[src/rtl/bsu_pkg.sv]
package bsu_pkg;

  typedef enum logic [1:0] {
    OP_PLAIN  = 2'd0,
    OP_BRANCH = 2'd1,
    OP_SKIP   = 2'd2,
    OP_RSVD   = 2'd3
  } bsu_op_e;

  typedef enum logic [1:0] {
    SK_EQUAL  = 2'd0,
    SK_BITCLR = 2'd1,
    SK_BITSET = 2'd2,
    SK_NEVER  = 2'd3
  } bsu_skip_e;

  localparam int STAT_W  = 8;
  localparam int SEL_W   = $clog2(STAT_W);
  localparam int FLAG_N  = 2;
  localparam int FLAG_V  = 3;
  localparam int CYC_W   = 2;

endpackage

[src/rtl/bsu_rst_sync.sv]
module bsu_rst_sync #(
  parameter int STAGES = 2
) (
  input  logic clk,
  input  logic rst_n,
  output logic rst_sync_n
);

  logic [STAGES-1:0] chain_q;
  logic [STAGES-1:0] chain_d;

  always_comb begin
    chain_d = {chain_q[STAGES-2:0], 1'b1};
  end

  always_ff @(posedge clk or negedge rst_n) begin
    if (!rst_n) chain_q <= '0;
    else        chain_q <= chain_d;
  end

  assign rst_sync_n = chain_q[STAGES-1];

endmodule

[src/rtl/bsu_branch_cond.sv]
module bsu_branch_cond
  import bsu_pkg::*;
(
  input  logic [STAT_W-1:0] status,
  input  logic              signed_mode,
  input  logic [SEL_W-1:0]  bit_sel,
  input  logic              on_set,
  output logic              taken
);

  logic [STAT_W-1:0] sel_hit;
  logic              flag_val;
  logic              signed_val;
  logic              tested;

  // one-hot pick of the selected flag
  for (genvar g = 0; g < STAT_W; g++) begin : g_pick
    assign sel_hit[g] = (bit_sel == SEL_W'(g)) & status[g];
  end

  always_comb begin
    flag_val   = |sel_hit;
    signed_val = status[FLAG_N] ^ status[FLAG_V];
    tested     = signed_mode ? signed_val : flag_val;
    taken      = (tested == on_set);
  end

endmodule

[src/rtl/bsu_skip_cond.sv]
module bsu_skip_cond
  import bsu_pkg::*;
(
  input  logic [1:0] kind,
  input  logic       regs_equal,
  input  logic       test_bit,
  output logic       fire
);

  bsu_skip_e kind_e;

  always_comb begin
    kind_e = bsu_skip_e'(kind);
    unique case (kind_e)
      SK_EQUAL:  fire = regs_equal;
      SK_BITCLR: fire = ~test_bit;
      SK_BITSET: fire = test_bit;
      default:   fire = 1'b0;
    endcase
  end

endmodule

[src/rtl/bsu_next_pc.sv]
module bsu_next_pc
  import bsu_pkg::*;
#(
  parameter int PC_W = 9,
  parameter int K_W  = 7
) (
  input  logic [PC_W-1:0]  pc,
  input  logic [K_W-1:0]   offset,
  input  logic [1:0]       op,
  input  logic             br_taken,
  input  logic             skip_fire,
  input  logic             skip_long,
  output logic [PC_W-1:0]  next_pc,
  output logic [CYC_W-1:0] cycles
);

  logic [PC_W-1:0] off_ext;
  bsu_op_e         op_e;
  logic            take_rel;

  // sign extension, or truncation when the counter is narrower
  if (PC_W > K_W) begin : g_ext
    assign off_ext = {{(PC_W-K_W){offset[K_W-1]}}, offset};
  end else begin : g_trunc
    assign off_ext = offset[PC_W-1:0];
  end

  always_comb begin
    op_e     = bsu_op_e'(op);
    take_rel = 1'b0;
    cycles   = CYC_W'(1);
    unique case (op_e)
      OP_BRANCH: begin
        take_rel = br_taken;
        cycles   = br_taken ? CYC_W'(2) : CYC_W'(1);
      end
      OP_SKIP: begin
        if (skip_fire) cycles = skip_long ? CYC_W'(3) : CYC_W'(2);
      end
      default: cycles = CYC_W'(1);
    endcase
    // a skip advances by its own cycle count; plain steps by one
    if (take_rel) next_pc = pc + off_ext + PC_W'(1);
    else          next_pc = pc + PC_W'(cycles);
  end

endmodule

[src/rtl/branch_skip_unit.sv]
module branch_skip_unit
  import bsu_pkg::*;
#(
  parameter int PC_W = 9,
  parameter int K_W  = 7
) (
  input  logic             clk,
  input  logic             rst_n,
  input  logic             in_valid,
  input  logic [1:0]       in_op,
  input  logic [PC_W-1:0]  in_pc,
  input  logic [7:0]       in_status,
  input  logic             br_signed,
  input  logic [2:0]       br_bit_sel,
  input  logic             br_on_set,
  input  logic [K_W-1:0]   br_offset,
  input  logic [1:0]       skip_kind,
  input  logic             skip_regs_equal,
  input  logic             skip_test_bit,
  input  logic             skip_over_long,
  output logic             res_valid,
  output logic [PC_W-1:0]  res_pc,
  output logic [1:0]       res_cycles
);

  logic             rst_sync_n;
  logic             br_taken;
  logic             skip_fire;
  logic [PC_W-1:0]  pc_calc;
  logic [CYC_W-1:0] cyc_calc;

  logic             valid_q, valid_d;
  logic [PC_W-1:0]  pc_q, pc_d;
  logic [CYC_W-1:0] cyc_q, cyc_d;

  bsu_rst_sync #(.STAGES(2)) u_rst (
    .clk        (clk),
    .rst_n      (rst_n),
    .rst_sync_n (rst_sync_n)
  );

  bsu_branch_cond u_cond (
    .status      (in_status),
    .signed_mode (br_signed),
    .bit_sel     (br_bit_sel),
    .on_set      (br_on_set),
    .taken       (br_taken)
  );

  bsu_skip_cond u_skip (
    .kind       (skip_kind),
    .regs_equal (skip_regs_equal),
    .test_bit   (skip_test_bit),
    .fire       (skip_fire)
  );

  bsu_next_pc #(.PC_W(PC_W), .K_W(K_W)) u_npc (
    .pc        (in_pc),
    .offset    (br_offset),
    .op        (in_op),
    .br_taken  (br_taken),
    .skip_fire (skip_fire),
    .skip_long (skip_over_long),
    .next_pc   (pc_calc),
    .cycles    (cyc_calc)
  );

  always_comb begin
    valid_d = in_valid;
    pc_d    = pc_calc;
    cyc_d   = cyc_calc;
  end

  always_ff @(posedge clk or negedge rst_sync_n) begin
    if (!rst_sync_n) begin
      valid_q <= 1'b0;
      pc_q    <= '0;
      cyc_q   <= '0;
    end else begin
      valid_q <= valid_d;
      if (in_valid) begin
        pc_q  <= pc_d;
        cyc_q <= cyc_d;
      end
    end
  end

  assign res_valid  = valid_q;
  assign res_pc     = pc_q;
  assign res_cycles = cyc_q;

endmodule

[config.mk]
export PLATFORM = sky130hd
export DESIGN_NAME = branch_skip_unit
export DESIGN_NICKNAME = d
export VERILOG_FILES = /design/src/rtl/bsu_pkg.sv /design/src/rtl/bsu_rst_sync.sv /design/src/rtl/bsu_branch_cond.sv /design/src/rtl/bsu_skip_cond.sv /design/src/rtl/bsu_next_pc.sv /design/src/rtl/branch_skip_unit.sv
export SDC_FILE = /design/constraint.sdc
export NUM_CORES = 1
export LEC_CHECK = 0
export ABC_AREA = 0
export BUFFER_PORTS_ARGS = -buffer_cell sky130_fd_sc_hd__clkbuf_2
export CELL_PAD_IN_SITES_DETAIL_PLACEMENT = 1
export CELL_PAD_IN_SITES_GLOBAL_PLACEMENT = 2
export CORE_MARGIN = 3
export CORE_UTILIZATION = 25
export CTS_BUF_LIST = sky130_fd_sc_hd__clkbuf_4 sky130_fd_sc_hd__clkbuf_8 sky130_fd_sc_hd__clkbuf_16
export DETAILED_ROUTE_END_ITERATION = 8
export MAX_ROUTING_LAYER = met4
export PLACE_DENSITY = 0.8
export SLEW_MARGIN = 40
export SYNTH_ARGS = -nofsm -noshare
export SYNTH_HDL_FRONTEND = slang
export SYNTH_SLANG_ARGS = --single-unit
[constraint.sdc]
create_clock -name clk -period 0.8 [get_ports clk]
set_input_delay 0.04 -clock clk [delete_from_list [all_inputs] [get_ports clk]]
set_output_delay 0.04 -clock clk [all_outputs]
set_load 0.03 [all_outputs]
==> summary.md <==
| Metric | Value |
|---|---|
| Die area | `6260 um^2` |
| Wire per inst | `14.0 um` |
| WL final | `4370 um` |
| Final setup vio count | `23` |
| Final Cycle Share | `2.86` |
| First-pass GRT wire length | `7390 um` |
| Min Tclk post-route | `2290 ps` |
| Clock Skews | `0.852 ps` |
| Setup crit end kind | `flop` |
| Vias | `1456` |
| Status | `finished, violations left` |
| CTS tree | `built` |
| GR Util met1 | `0.188` |
| Critical path start-end classification | `input port to flop` |
| Pin count of the biggest net entering global routing | `21` |
| PwrDens | `1410 nW/um^2` |
| Mapped Nets | `204` |
| Setup slack after layout | `-1490 ps` |
| Post-route cell area | `2320 um^2` |
| Required time of the critical path | `960 ps` |
| CTS Buf Count | `3` |
| Total of max-cap violations | `0` |
| CP max-delay cell | `fa_2` |
| Grt met3 use | `0.0181` |
| Failing checks | `negative setup slack` |
| Antenna violations before repair | `0` |
| RD Place Congestion | `0.783` |
| Top-Level Pins | `51` |
| Seq/Total Area, Yosys | `0.262` |
| Filler instances | `603` |
| Cell Area, Placed | `1920 um^2` |
| Post-synth ARST share | `1.00` |
| Yosys warns | `0` |
| Max-slew violation count | `0` |
| GRT met2 Usage | `0.258` |
| Fmax | `438 MHz` |
| Setup_tns | `-13230 ps` |
| Flops & latches, synth | `14` |
| Crit path DAT | `2440 ps` |
| Clk pin slew, worst setup/hold paths | `60 ps` |
| FF/Latch Area | `350 um^2` |
| Total GRT Usage | `0.150` |
| Most Used Layer, Global Route | `met2` |
| Peak supply drop | `0.000798 V` |
| Vias per inst | `4.67` |
| DRC | `0` |
| CP cell instances | `buf_6 > and2b_2 > a221o_1 > or3_4 > o211ai_4 > o21a_1 > inv_2 > fa_2 > and3b_1 > xor2_1 > mux2i_1 > a21oi_1` |
| Clock Latency Late Sink | `240 ps` |
| Clk sinks | `14` |
| Number of buffers added on ports | `50` |
| Clk root buf | `clkbuf_8` |
| Grt ovf | `0` |
| Die H | `79.1 um` |
| Synthesized area | `1340 um^2` |
| Slowest stage delay, CP | `390 ps` |
| Initial drt markers | `55` |
| Core Box Area | `4940 um^2` |
| Leak | `1.15 nW` |
| Post-synth top flop | `dfrtp_1` |
| Buf+Inv Stages, Crit Path | `2` |
| Initial Util | `0.271` |
| Distinct cell type count after synthesis | `40` |
| Die X-Extent | `79.1 um` |
| Final hold vios | `0` |
| Hold WS | `47.5 ps` |
| Commonest cells after routing, fill and taps aside | `37 x buf_4, 35 x clkbuf_2, 14 x inv_1, 14 x buf_8, 14 x dfrtp_1` |
| Crit Path Max Fanout | `4` |
| H-tree level count | `1` |
| Post-Syn Instances | `151` |
| Clock buffer depth | `2` |
| Post-Syn Area per Cell | `8.86 um^2` |
| Footprint of the multi-input gates | `1010 um^2` |
| Total Nets Final | `299` |
| TritonRoute pass-1 iters | `4` |
| Hold Crit Class | `input port to flop` |
| Final HPWL DP | `3090 um` |
| Routed Antenna Nets | `0` |
| Critical path's top delay family | `compound AO/OA/AOI/OAI gates` |
| Layout cell share with drive strength beyond 1 | `0.502` |
| Area Overhead vs Synth | `73.8%` |
| ANT cells | `0` |
| Total Power | `0.00327 W` |
| RSZ-0062 raised after global routing | `yes` |
| Worst setup SP type | `input port` |
| Commonest non-fill, non-tap cell in the layout | `buf_4` |
| FP Rows | `25` |
| Vias in the first global route | `1586` |
| EDFF count, synth | `0` |
## kinds of logic after synthesis
| kind of cell | synth area share |
|---|---|
| multiplexers | 0.0861 |
| adder cells (fa/ha/maj) | 0.142 |
| other | 0.00280 |
| AND/OR/NAND/NOR | 0.161 |
| buffers and inverters | 0.0617 |
| flip-flops | 0.262 |
| XOR/XNOR | 0.111 |
| AO/OA/AOI/OAI | 0.173 |
## routing by layer
layer	vias to the layer above	wire length [um]
met3	8	153
met2	40	2140
met5	-	0
met4	0	87
met1	692	1990
li1	716	-
## layout make-up
cell class                 count  share of cell area
clock buffer                   4              0.0237
inverter                      16              0.0258
multi-input combinational    117               0.436
sequential                    14               0.151
tap                           67              0.0361
timing repair buffer          94               0.327
## state kept, by name, indices dropped and copies added, names as in the netlist
name           count
res_pc             9
u_rst.chain_q      2
res_valid          1
res_cycles         2
## final timing paths
kind | startpoint | endpoint | slack, ps | cells past startpoint
setup / recovery | br_bit_sel[1] | res_pc[6] | -1490 | 12
hold / removal | in_valid | res_valid | 50 | 1
setup reg to reg | res_pc[6] | res_pc[6] | -90 | 3
hold reg to reg | u_rst.chain_q[1] | res_pc[7] | 170 | 1
max in group asynchronous | u_rst.chain_q[1] | res_pc[4] | 480 | 1
min in group asynchronous | rst_n | u_rst.chain_q[1] | 120 | 2
## cells in the mapped netlist, types with 2 or more instances
cell	n	area, um^2
nand3b_1	3	22.5
nand2_1	15	56.3
o21ai_0	5	25.0
nor2_1	9	33.8
a31oi_1	2	12.5
xnor2_1	9	78.8
mux2_2	4	45.0
mux2i_1	7	70.1
inv_1	16	60.1
clkbuf_1	2	7.51
ha_1	12	150
a21o_1	3	22.5
nand3_1	4	20.0
xor2_1	8	70.1
o21a_1	2	15.0
dfrtp_1	14	350
a21oi_1	7	35.0
o221ai_1	4	35.0
and3_1	3	18.8
fa_1	2	40.0
## stage by stage
step | std cells | utilization | setup slack, ps
2_1_floorplan | 151 | - | -1490
3_3_place_gp | 298 | 0.389 | -1680
3_5_place_dp | 298 | 0.389 | -1790
4_1_cts | 315 | 0.464 | -1420
5_1_grt | 312 | 0.470 | -1610
6_report | 312 | 0.470 | -1490
## report_power, final
group | leakage [nW] | total, W | internal (W) | switching, W
clock network | 0.0288 | 0.000689 | 0.000435 | 0.000254
registers | 0.164 | 0.000896 | 0.000806 | 0.0000898
logic | 0.957 | 0.00168 | 0.000902 | 0.000782
## timing repair
| action | in CTS | in global routing |
|---|---|---|
| setup buffers | 15 | 5 |
| hold endpoints to repair | 2 | 0 |
| hold buffers | 1 | 0 |
| resized for setup | 50 | 25 |
| setup endpoints to repair | 23 | 23 |
| pin swaps | 14 | 10 |
Power figures use the tool's default switching activity.
